## src/rtl/sgen_pkg.sv

```systemverilog
package sgen_pkg;
  typedef enum logic [1:0] {
    OP_INV    = 2'b00,
    OP_AND_LO = 2'b01,
    OP_AND_HI = 2'b10,
    OP_PASS   = 2'b11
  } op_e;
endpackage

```

## src/rtl/sgen_lfsr.sv

```systemverilog
module sgen_lfsr #(
  parameter int unsigned          W    = 16,
  parameter logic [W-1:0]         TAPS = 16'hB400
) (
  input  logic         clk_i,
  input  logic         rst_ni,
  input  logic         load_i,
  input  logic         adv_i,
  input  logic [W-1:0] seed_i,
  output logic [W-1:0] state_o
);
  logic [W-1:0] state_q;
  logic [W-1:0] seed_nz;

  // zero is the lock-up state of an LFSR
  assign seed_nz = (seed_i == '0) ? W'(1) : seed_i;

  always_ff @(posedge clk_i or negedge rst_ni) begin
    if (!rst_ni)      state_q <= W'(1);
    else if (load_i)  state_q <= seed_nz;
    else if (adv_i)   state_q <= state_q[0] ? ((state_q >> 1) ^ TAPS) : (state_q >> 1);
  end

  assign state_o = state_q;

  p_lfsr_nonzero_r5: assert property (@(posedge clk_i) disable iff (!rst_ni)
    state_q != '0);
  p_lfsr_moves_r5: assert property (@(posedge clk_i) disable iff (!rst_ni)
    adv_i && !load_i |=> state_q != $past(state_q));
endmodule

```

## src/rtl/sgen_stage.sv

```systemverilog
module sgen_stage
  import sgen_pkg::*;
#(
  parameter int unsigned  W      = 16,
  parameter logic [W-1:0] THR_LO = 16'd26214,
  parameter logic [W-1:0] THR_HI = 16'd32768
) (
  input  logic         in_i,
  input  logic         act_i,
  input  op_e          op_i,
  input  logic [W-1:0] rnd_i,
  output logic         out_o
);
  logic src_lo, src_hi;
  assign src_lo = rnd_i < THR_LO;
  assign src_hi = rnd_i < THR_HI;

  always_comb begin
    out_o = in_i;
    if (act_i) begin
      unique case (op_i)
        OP_INV:    out_o = ~in_i;
        OP_AND_LO: out_o = in_i & src_lo;
        OP_AND_HI: out_o = in_i & src_hi;
        default:   out_o = in_i;
      endcase
    end
  end
endmodule

```

## src/rtl/sgen_chain.sv

```systemverilog
module sgen_chain
  import sgen_pkg::*;
#(
  parameter int unsigned NUM_STAGES = 40,
  parameter int unsigned LFSR_W     = 16,
  localparam int unsigned ADDR_W    = $clog2(NUM_STAGES),
  localparam int unsigned CNT_W     = $clog2(NUM_STAGES + 1)
) (
  input  logic              clk_i,
  input  logic              rst_ni,
  input  logic              en_i,
  input  logic              prog_we_i,
  input  logic [ADDR_W-1:0] prog_addr_i,
  input  logic [1:0]        prog_data_i,
  input  logic [CNT_W-1:0]  stage_cnt_i,
  input  logic [LFSR_W-1:0] seed_i,
  output logic              bit_o
);
  localparam logic [LFSR_W-1:0] THR_LO = LFSR_W'((4 * (2 ** LFSR_W) + 5) / 10);
  localparam logic [LFSR_W-1:0] THR_HI = LFSR_W'(2 ** (LFSR_W - 1));
  localparam int unsigned       SEED_MIX = 40503;

  op_e                 prog_q [NUM_STAGES];
  logic [NUM_STAGES:0] link;
  logic                bit_q;

  assign link[0] = 1'b1;

  for (genvar g = 0; g < NUM_STAGES; g++) begin : g_stage
    logic [LFSR_W-1:0] rnd;
    logic [LFSR_W-1:0] seed;
    logic              act;

    assign seed = seed_i ^ LFSR_W'((g + 1) * SEED_MIX);
    assign act  = CNT_W'(g) < stage_cnt_i;

    always_ff @(posedge clk_i or negedge rst_ni) begin
      if (!rst_ni)                                     prog_q[g] <= OP_PASS;
      else if (prog_we_i && prog_addr_i == ADDR_W'(g)) prog_q[g] <= op_e'(prog_data_i);
    end

    sgen_lfsr #(.W(LFSR_W)) u_lfsr (
      .clk_i  (clk_i),
      .rst_ni (rst_ni),
      .load_i (!en_i),
      .adv_i  (en_i),
      .seed_i (seed),
      .state_o(rnd)
    );

    sgen_stage #(.W(LFSR_W), .THR_LO(THR_LO), .THR_HI(THR_HI)) u_stage (
      .in_i (link[g]),
      .act_i(act),
      .op_i (prog_q[g]),
      .rnd_i(rnd),
      .out_o(link[g+1])
    );
  end

  always_ff @(posedge clk_i or negedge rst_ni) begin
    if (!rst_ni)    bit_q <= 1'b0;
    else if (en_i)  bit_q <= link[NUM_STAGES];
    else            bit_q <= 1'b0;
  end

  assign bit_o = bit_q;

  p_idle_zero_r4: assert property (@(posedge clk_i) disable iff (!rst_ni)
    !en_i |=> !bit_o);
  p_empty_chain_one_r3: assert property (@(posedge clk_i) disable iff (!rst_ni)
    en_i && stage_cnt_i == '0 |=> bit_o);
endmodule

```

## config.mk

```make
export PLATFORM = sky130hd
export DESIGN_NAME = sgen_chain
export DESIGN_NICKNAME = d
export VERILOG_FILES = /design/src/rtl/sgen_pkg.sv /design/src/rtl/sgen_lfsr.sv /design/src/rtl/sgen_stage.sv /design/src/rtl/sgen_chain.sv
export SDC_FILE = /design/constraint.sdc
export NUM_CORES = 1
export LEC_CHECK = 0
export BUFFER_PORTS_ARGS = -buffer_cell sky130_fd_sc_hd__buf_2
export CAP_MARGIN = 20
export CORE_ASPECT_RATIO = 2
export CORE_MARGIN = 8
export CORE_UTILIZATION = 45
export DETAILED_ROUTE_END_ITERATION = 7
export GPL_ROUTABILITY_DRIVEN = 0
export PLACE_DENSITY = 0.57
export SLEW_MARGIN = 40
export SYNTH_ARGS = -nofsm -noshare
export SYNTH_HDL_FRONTEND = slang
export SYNTH_SLANG_ARGS = --single-unit
```

## constraint.sdc

```tcl
create_clock -name clk_i -period 15.7 [get_ports clk_i]
set_input_delay 2.355 -clock clk_i [delete_from_list [all_inputs] [get_ports clk_i]]
set_output_delay 2.355 -clock clk_i [all_outputs]
set_load 0.01 [all_outputs]
```

==> reports/qor.yml, run 1 <==
yosys:
  ys_seq_area_frac: 0.576
  synth_edf_count: 0
  yosys_warnings: 0
  synth_cell_types: 63
  synth_cells: 2943
  synth_ff_type: "dfrtp_1"
  async_reset_ff_frac: 1.00
  syn_avg_cell_area_um2: 10.7
  postSynthNetCount: 3094
  ys_ff_latch: 721
  syn-cell-area_um2: 31600
clock_network:
  clk_pin_slew_ns: 0.07
  cts_buffer_depth: 3
  cts_tree: "done"
  ctsResizeCount: 0
  post_cts_buffers: 0
  cts_made_buffers: 67
  clk_latency_ns: 0.63
  htree_num_levels: 3
  root_buffer: "clkbuf_16"
  hold_buffers: 0
  cts_sinks: 721
detailed_routing:
  drtIter0Drc: 1568
  avgViaCountPerCell: 5.82
  first_pass_iters: 8
  detail_route.wl_per_cell_um: 26.5
  vias: 22651
  routed_wl_mm: 103
  drcViolationCount: 6
  ant_nets: 0
place:
  numPortBuffers: 34
  dpl.cell_count: 3759
  dp_slack_ns: 5.44
  hpwl_mm: 73.7
power_and_ir_drop:
  powerDensity_nw_per_um2: 131
  ir_drop_uv: 106
  p_total_mw: 4.62
  power_leakage_nw: 17.1
critical_path:
  r2r-start: "prog_q[76]"
  crit_path_top_delay_cell: "or4_1"
  crit_top_cell: "mux2i_1"
  end_kind: "flop"
  timing.rr.end: "bit_o"
  slowest_delay_ns: 0.53
  arrival_ns: 10.34
  r2r_cells: 31
  path_delay_family: "multiplexers"
  reg2reg_slack_ns: 6.84
  criticalPathCategory: "primary input to flop"
  path_max_fanout: 12
  worstPathRequired_ns: 16.26
  worst_setup_path_start_kind: "primary input"
  path_buf_inv: 1
timing:
  period_share: 0.623
  setup_tns_ns: 0
  timing.fmax_mhz: 102
  hold_viol: 0
  rsz0062_at_grt: "no"
  tightest_slew_ns: 0.930
  max_slew_margin: 0.375
  setup_viol: 0
  slew_violations: 0
  fin_skew_ns: 0.0189
  worst_slack_ns: 5.93
  period_needed_ns: 9.77
cells_and_area:
  instances_no_fill: 3889
  fin_util: 0.508
  layout_commonest_cell: "nand2_1"
  syn2layout_area_growth_pct: 11.9
  drive_gt1_frac: 0.142
  final_nets: 3078
  final_cell_mix: "nand2_1, dfrtp_1, a21o_1, a21oi_1, inv_1"
global_route:
  grt_pass1_wl_mm: 154
  antenna_found_initial: 3
  grt_pass1_vias: 24074
  overflow: 0
  grt_max_degree: 196
  grt_usage: 0.261
floorplanning:
  die_w_um: 203
  initial_core_util: 0.454
  rows: 137
  fp.dieArea_um2: 79400
  top_level_ports: 35
  die_h_um: 391
  core_um2: 69600
worst_hold_path:
  hp-class: "flop to flop"
  hold_depth: 2
  hold_path_end: "g_stage[12].u_lfsr.state_o[5]"
  min_from: "g_stage[12].u_lfsr.state_o[6]"
status:
  failed_checks: "DRC"
  status: "finished, violations left"
run:
  timing.max_cap.violations: 0
==> cell type report <==
| type | count | area, um2 |
|---|---|---|
| Fill cell | 6359 | 34300 |
| Sequential cell | 721 | 18200 |
| Multi-Input combinational cell | 1912 | 12400 |
| Clock buffer | 91 | 1820 |
| Tap cell | 903 | 1130 |
| Timing Repair Buffer | 89 | 896 |
| Inverter | 136 | 510 |
| Clock inverter | 33 | 362 |
| Antenna cell | 4 | 10.0 |
==> tightest hold or removal path, stage by stage (launching register included) <==
cell and delay (ns):
dfrtp_1 0.34, nand2_1 0.05, nand2_1 0.05
==> registers in the layout (all words and copies together), names as in the netlist <==
| register | flops |
|---|---|
| bit_o | 1 |
| g_stage.u_lfsr.state_o | 640 |
| prog_q | 80 |
==> Yosys cell counts, drive strengths merged, types with 7 or more instances <==
cell | instances | area (um2)
mux2 | 69 | 788
nand3 | 28 | 140
a21o | 238 | 1790
nand4 | 18 | 113
nor4 | 20 | 140
nand2b | 15 | 93.8
a311oi | 33 | 289
clkbuf | 162 | 608
inv | 136 | 510
dfstp | 120 | 3150
buf | 12 | 46.3
o31a | 7 | 61.3
nand2 | 644 | 2420
o311ai | 27 | 236
o211ai | 12 | 90.1
mux2i | 30 | 308
a211o | 35 | 307
a21oi | 165 | 826
nor2 | 65 | 244
and2 | 14 | 90.1
a311o | 37 | 370
o21ai | 60 | 300
o41ai | 15 | 131
o21a | 8 | 60.1
xnor2 | 120 | 1050
a211oi | 15 | 113
nor3 | 36 | 185
dfrtp | 601 | 15000
nor2b | 23 | 144
ha | 117 | 1460
==> power by group <==
group	internal [mW]	switching (mW)	total (mW)
Combinational	0.290	0.424	0.715
Sequential	2.09	0.159	2.25
Clock	0.924	0.733	1.66
Total	3.30	1.32	4.62
==> metrics by stage <==
step	hold WS, ns	area [um2]
after floorplan	0.444	31600
after global placement	0.454	32700
after detailed placement	0.465	33100
after CTS	0.479	35300
after global routing	0.494	35300
final	0.476	35300
==> cells by family after synthesis <==
| kind of cell | count (synthesis) | synth area share |
|---|---|---|
| AOI/OAI and AO/OA | 680 | 0.152 |
| adders and majority gates | 117 | 0.0463 |
| DFF | 721 | 0.576 |
| xor gates and xnor gates | 120 | 0.0333 |
| muxes | 99 | 0.0347 |
| and+or+nand+nor | 896 | 0.121 |
| buffers and inverters | 310 | 0.0369 |
==> worst max path at each step <==
stage / depth (start not counted) / endpoint / slack [ns] / from
floorplan: 30 / bit_o / 6.38 / stage_cnt_i[4]
global placement: 30 / bit_o / 5.54 / stage_cnt_i[5]
detailed placement: 30 / bit_o / 5.44 / stage_cnt_i[5]
CTS: 30 / bit_o / 6.02 / stage_cnt_i[5]
global route: 30 / bit_o / 5.58 / stage_cnt_i[5]
finish: 30 / bit_o / 5.93 / stage_cnt_i[5]
==> metal layers <==
layer	vias up	wire, um	global-route usage
met5	-	0	0
met4	0	9030	0.198
met3	310	3940	0.0386
met2	696	55700	0.484
met1	11669	34500	0.257
li1	9976	-	-
Power figures use the tool's default switching activity.
==> run 2: changes to the inputs <==
- clock period: 15.7 -> 9.8 ns (I/O delays scaled with it)
==> run 2 against run 1 <==
Net effect: the run now ends clean; sequential share of layout area decreased by 0.43 points; hold slack got worse by 0.0014 ns; combinational power up 61%; register-to-register slack got worse by 5.5 ns; power grew 65%; setup slack got worse by 4.8 ns; critical path depth did not move; clock power increased by 72%; critical path type unchanged; critical endpoint unchanged; largest power group unchanged; highest routed layer unchanged.
==> reports/qor.yml, run 2 (synthesis gave the netlist of run 1 again) <==
floorplanning:
  rows: 137
  die_h_um: 391
  die_w_um: 203
  top_level_ports: 35
  core_um2: 69600
  initial_core_util: 0.454
  fp.dieArea_um2: 79400
global_route:
  overflow: 0
  antenna_found_initial: 3
  grt_max_degree: 191
  grt_pass1_wl_mm: 154
  grt_usage: 0.262
  grt_pass1_vias: 23985
cells_and_area:
  antenna_cells: 0
  syn2layout_area_growth_pct: 12.8
  final_nets: 3087
  layout_commonest_cell: "nand2_1"
  largest_reg_flops: 640
  final_cell_mix: "nand2_1, dfrtp_1, a21o_1, a21oi_1, inv_1"
  drive_gt1_frac: 0.147
  design_area_um2: 35600
critical_path:
  r2r_cells: 31
  arrival_ns: 9.23
  crit_top_cell: "mux2i_1"
  worst_setup_path_start_kind: "primary input"
  path_delay_family: "multiplexers"
  slowest_delay_ns: 0.52
  end_kind: "flop"
  criticalPathCategory: "primary input to flop"
  path_max_fanout: 10
  worstPathRequired_ns: 10.36
  path_buf_inv: 1
  cp_num_cells: 30
  crit_path_top_delay_cell: "or4_1"
clock_network:
  clk_pin_slew_ns: 0.07
  hold_buffers: 0
  cts_sinks: 721
  cts_tree: "done"
  cts_made_buffers: 66
  root_buffer: "clkbuf_16"
  post_cts_buffers: 0
  ctsResizeCount: 0
  cts_buffer_depth: 3
  htree_num_levels: 3
  clk_latency_ns: 0.63
power_and_ir_drop:
  ir_drop_uv: 152
  powerDensity_nw_per_um2: 214
  power_leakage_nw: 17.2
  p_total_mw: 7.61
detailed_routing:
  vias: 22546
  ant_nets: 0
  avgViaCountPerCell: 5.79
  routed_wl_mm: 104
  first_pass_iters: 7
  drcViolationCount: 0
  drtIter0Drc: 1896
  detail_route.wl_per_cell_um: 26.6
timing:
  max_slew_margin: 0.416
  hold_viol: 0
  rsz0062_at_grt: "no"
  setup_tns_ns: 0
  period_share: 0.885
  tightest_slew_ns: 0.865
  timing.fmax_mhz: 115
  period_needed_ns: 8.67
  slew_violations: 0
  setup_viol: 0
  fin_skew_ns: 0.0122
place:
  placed_area_um2: 33200
  numPortBuffers: 34
  hpwl_mm: 73.9
worst_hold_path:
  hp-class: "flop to flop"
  hold_depth: 1
run:
  timing.max_cap.violations: 0
status:
  status: "finished, final reports clean"
==> run 2: cell types whose count changed in the layout (fill, tap and decap cells not counted), sizes merged <==
cell and delta:
buf +12, bufinv +3, clkbuf +3, clkinv -7, clkinvlp +2, diode -4
inv -5
==> run 2: power breakdown <==
group / switching, mW / leakage, nW / internal [mW] / total [mW]
Clock: 1.18 / 1.17 / 1.68 / 2.86
Combinational: 0.680 / 7.65 / 0.468 / 1.15
Sequential: 0.254 / 8.43 / 3.35 / 3.60
==> run 2: cell type report <==
class,count,area (um2)
Timing Repair Buffer,99,992
Fill cell,6296,34000
Inverter,136,510
Clock buffer,96,2020
Clock inverter,26,377
Sequential cell,721,18200
Tap cell,903,1130
Multi-Input combinational cell,1912,12400
==> run 2: final timing paths <==
| check | start | endpoint | slack, ns |
|---|---|---|---|
| min | g_stage[1].u_lfsr.state_o[12] | g_stage[1].u_lfsr.state_o[11] | 0.47 |
| min in group asynchronous | rst_ni | g_stage[9].u_lfsr.state_o[6] | 0.71 |
| min reg2reg | g_stage[1].u_lfsr.state_o[12] | g_stage[1].u_lfsr.state_o[11] | 0.47 |
| max reg2reg | prog_q[76] | bit_o | 1.32 |
| max in group asynchronous | rst_ni | g_stage[35].u_lfsr.state_o[2] | 6.97 |
| max | stage_cnt_i[4] | bit_o | 1.13 |
==> run 2: routing by layer <==
metal,GRT usage,vias to the layer above,wire length (um)
met4,0.197,0,9120
met2,0.482,698,55400
li1,-,9977,-
met5,0,-,0
met1,0.265,11571,35600
met3,0.0327,300,3510
==> run 2: metrics by stage <==
stage	hold slack, ns	setup slack, ns	util	cells
floorplan	0.444	1.37	-	2943
global placement	0.453	0.516	0.470	3751
detailed placement	0.463	0.502	0.477	3769
CTS	0.477	1.12	0.511	3891
global route	0.493	0.541	0.512	3893
finish	0.474	1.13	0.512	3893
==> run 2: worst register-to-register path: cells and delay by family (launching register included) <==
kind	cells	cell delay, ns
AO/OA/AOI/OAI	8	1.64
AND/OR/NAND/NOR	5	1.62
buffers and inverters	1	0.06
multiplexers	16	4.24
flip-flops	1	0.55
adder cells (fa/ha/maj)	1	0.29
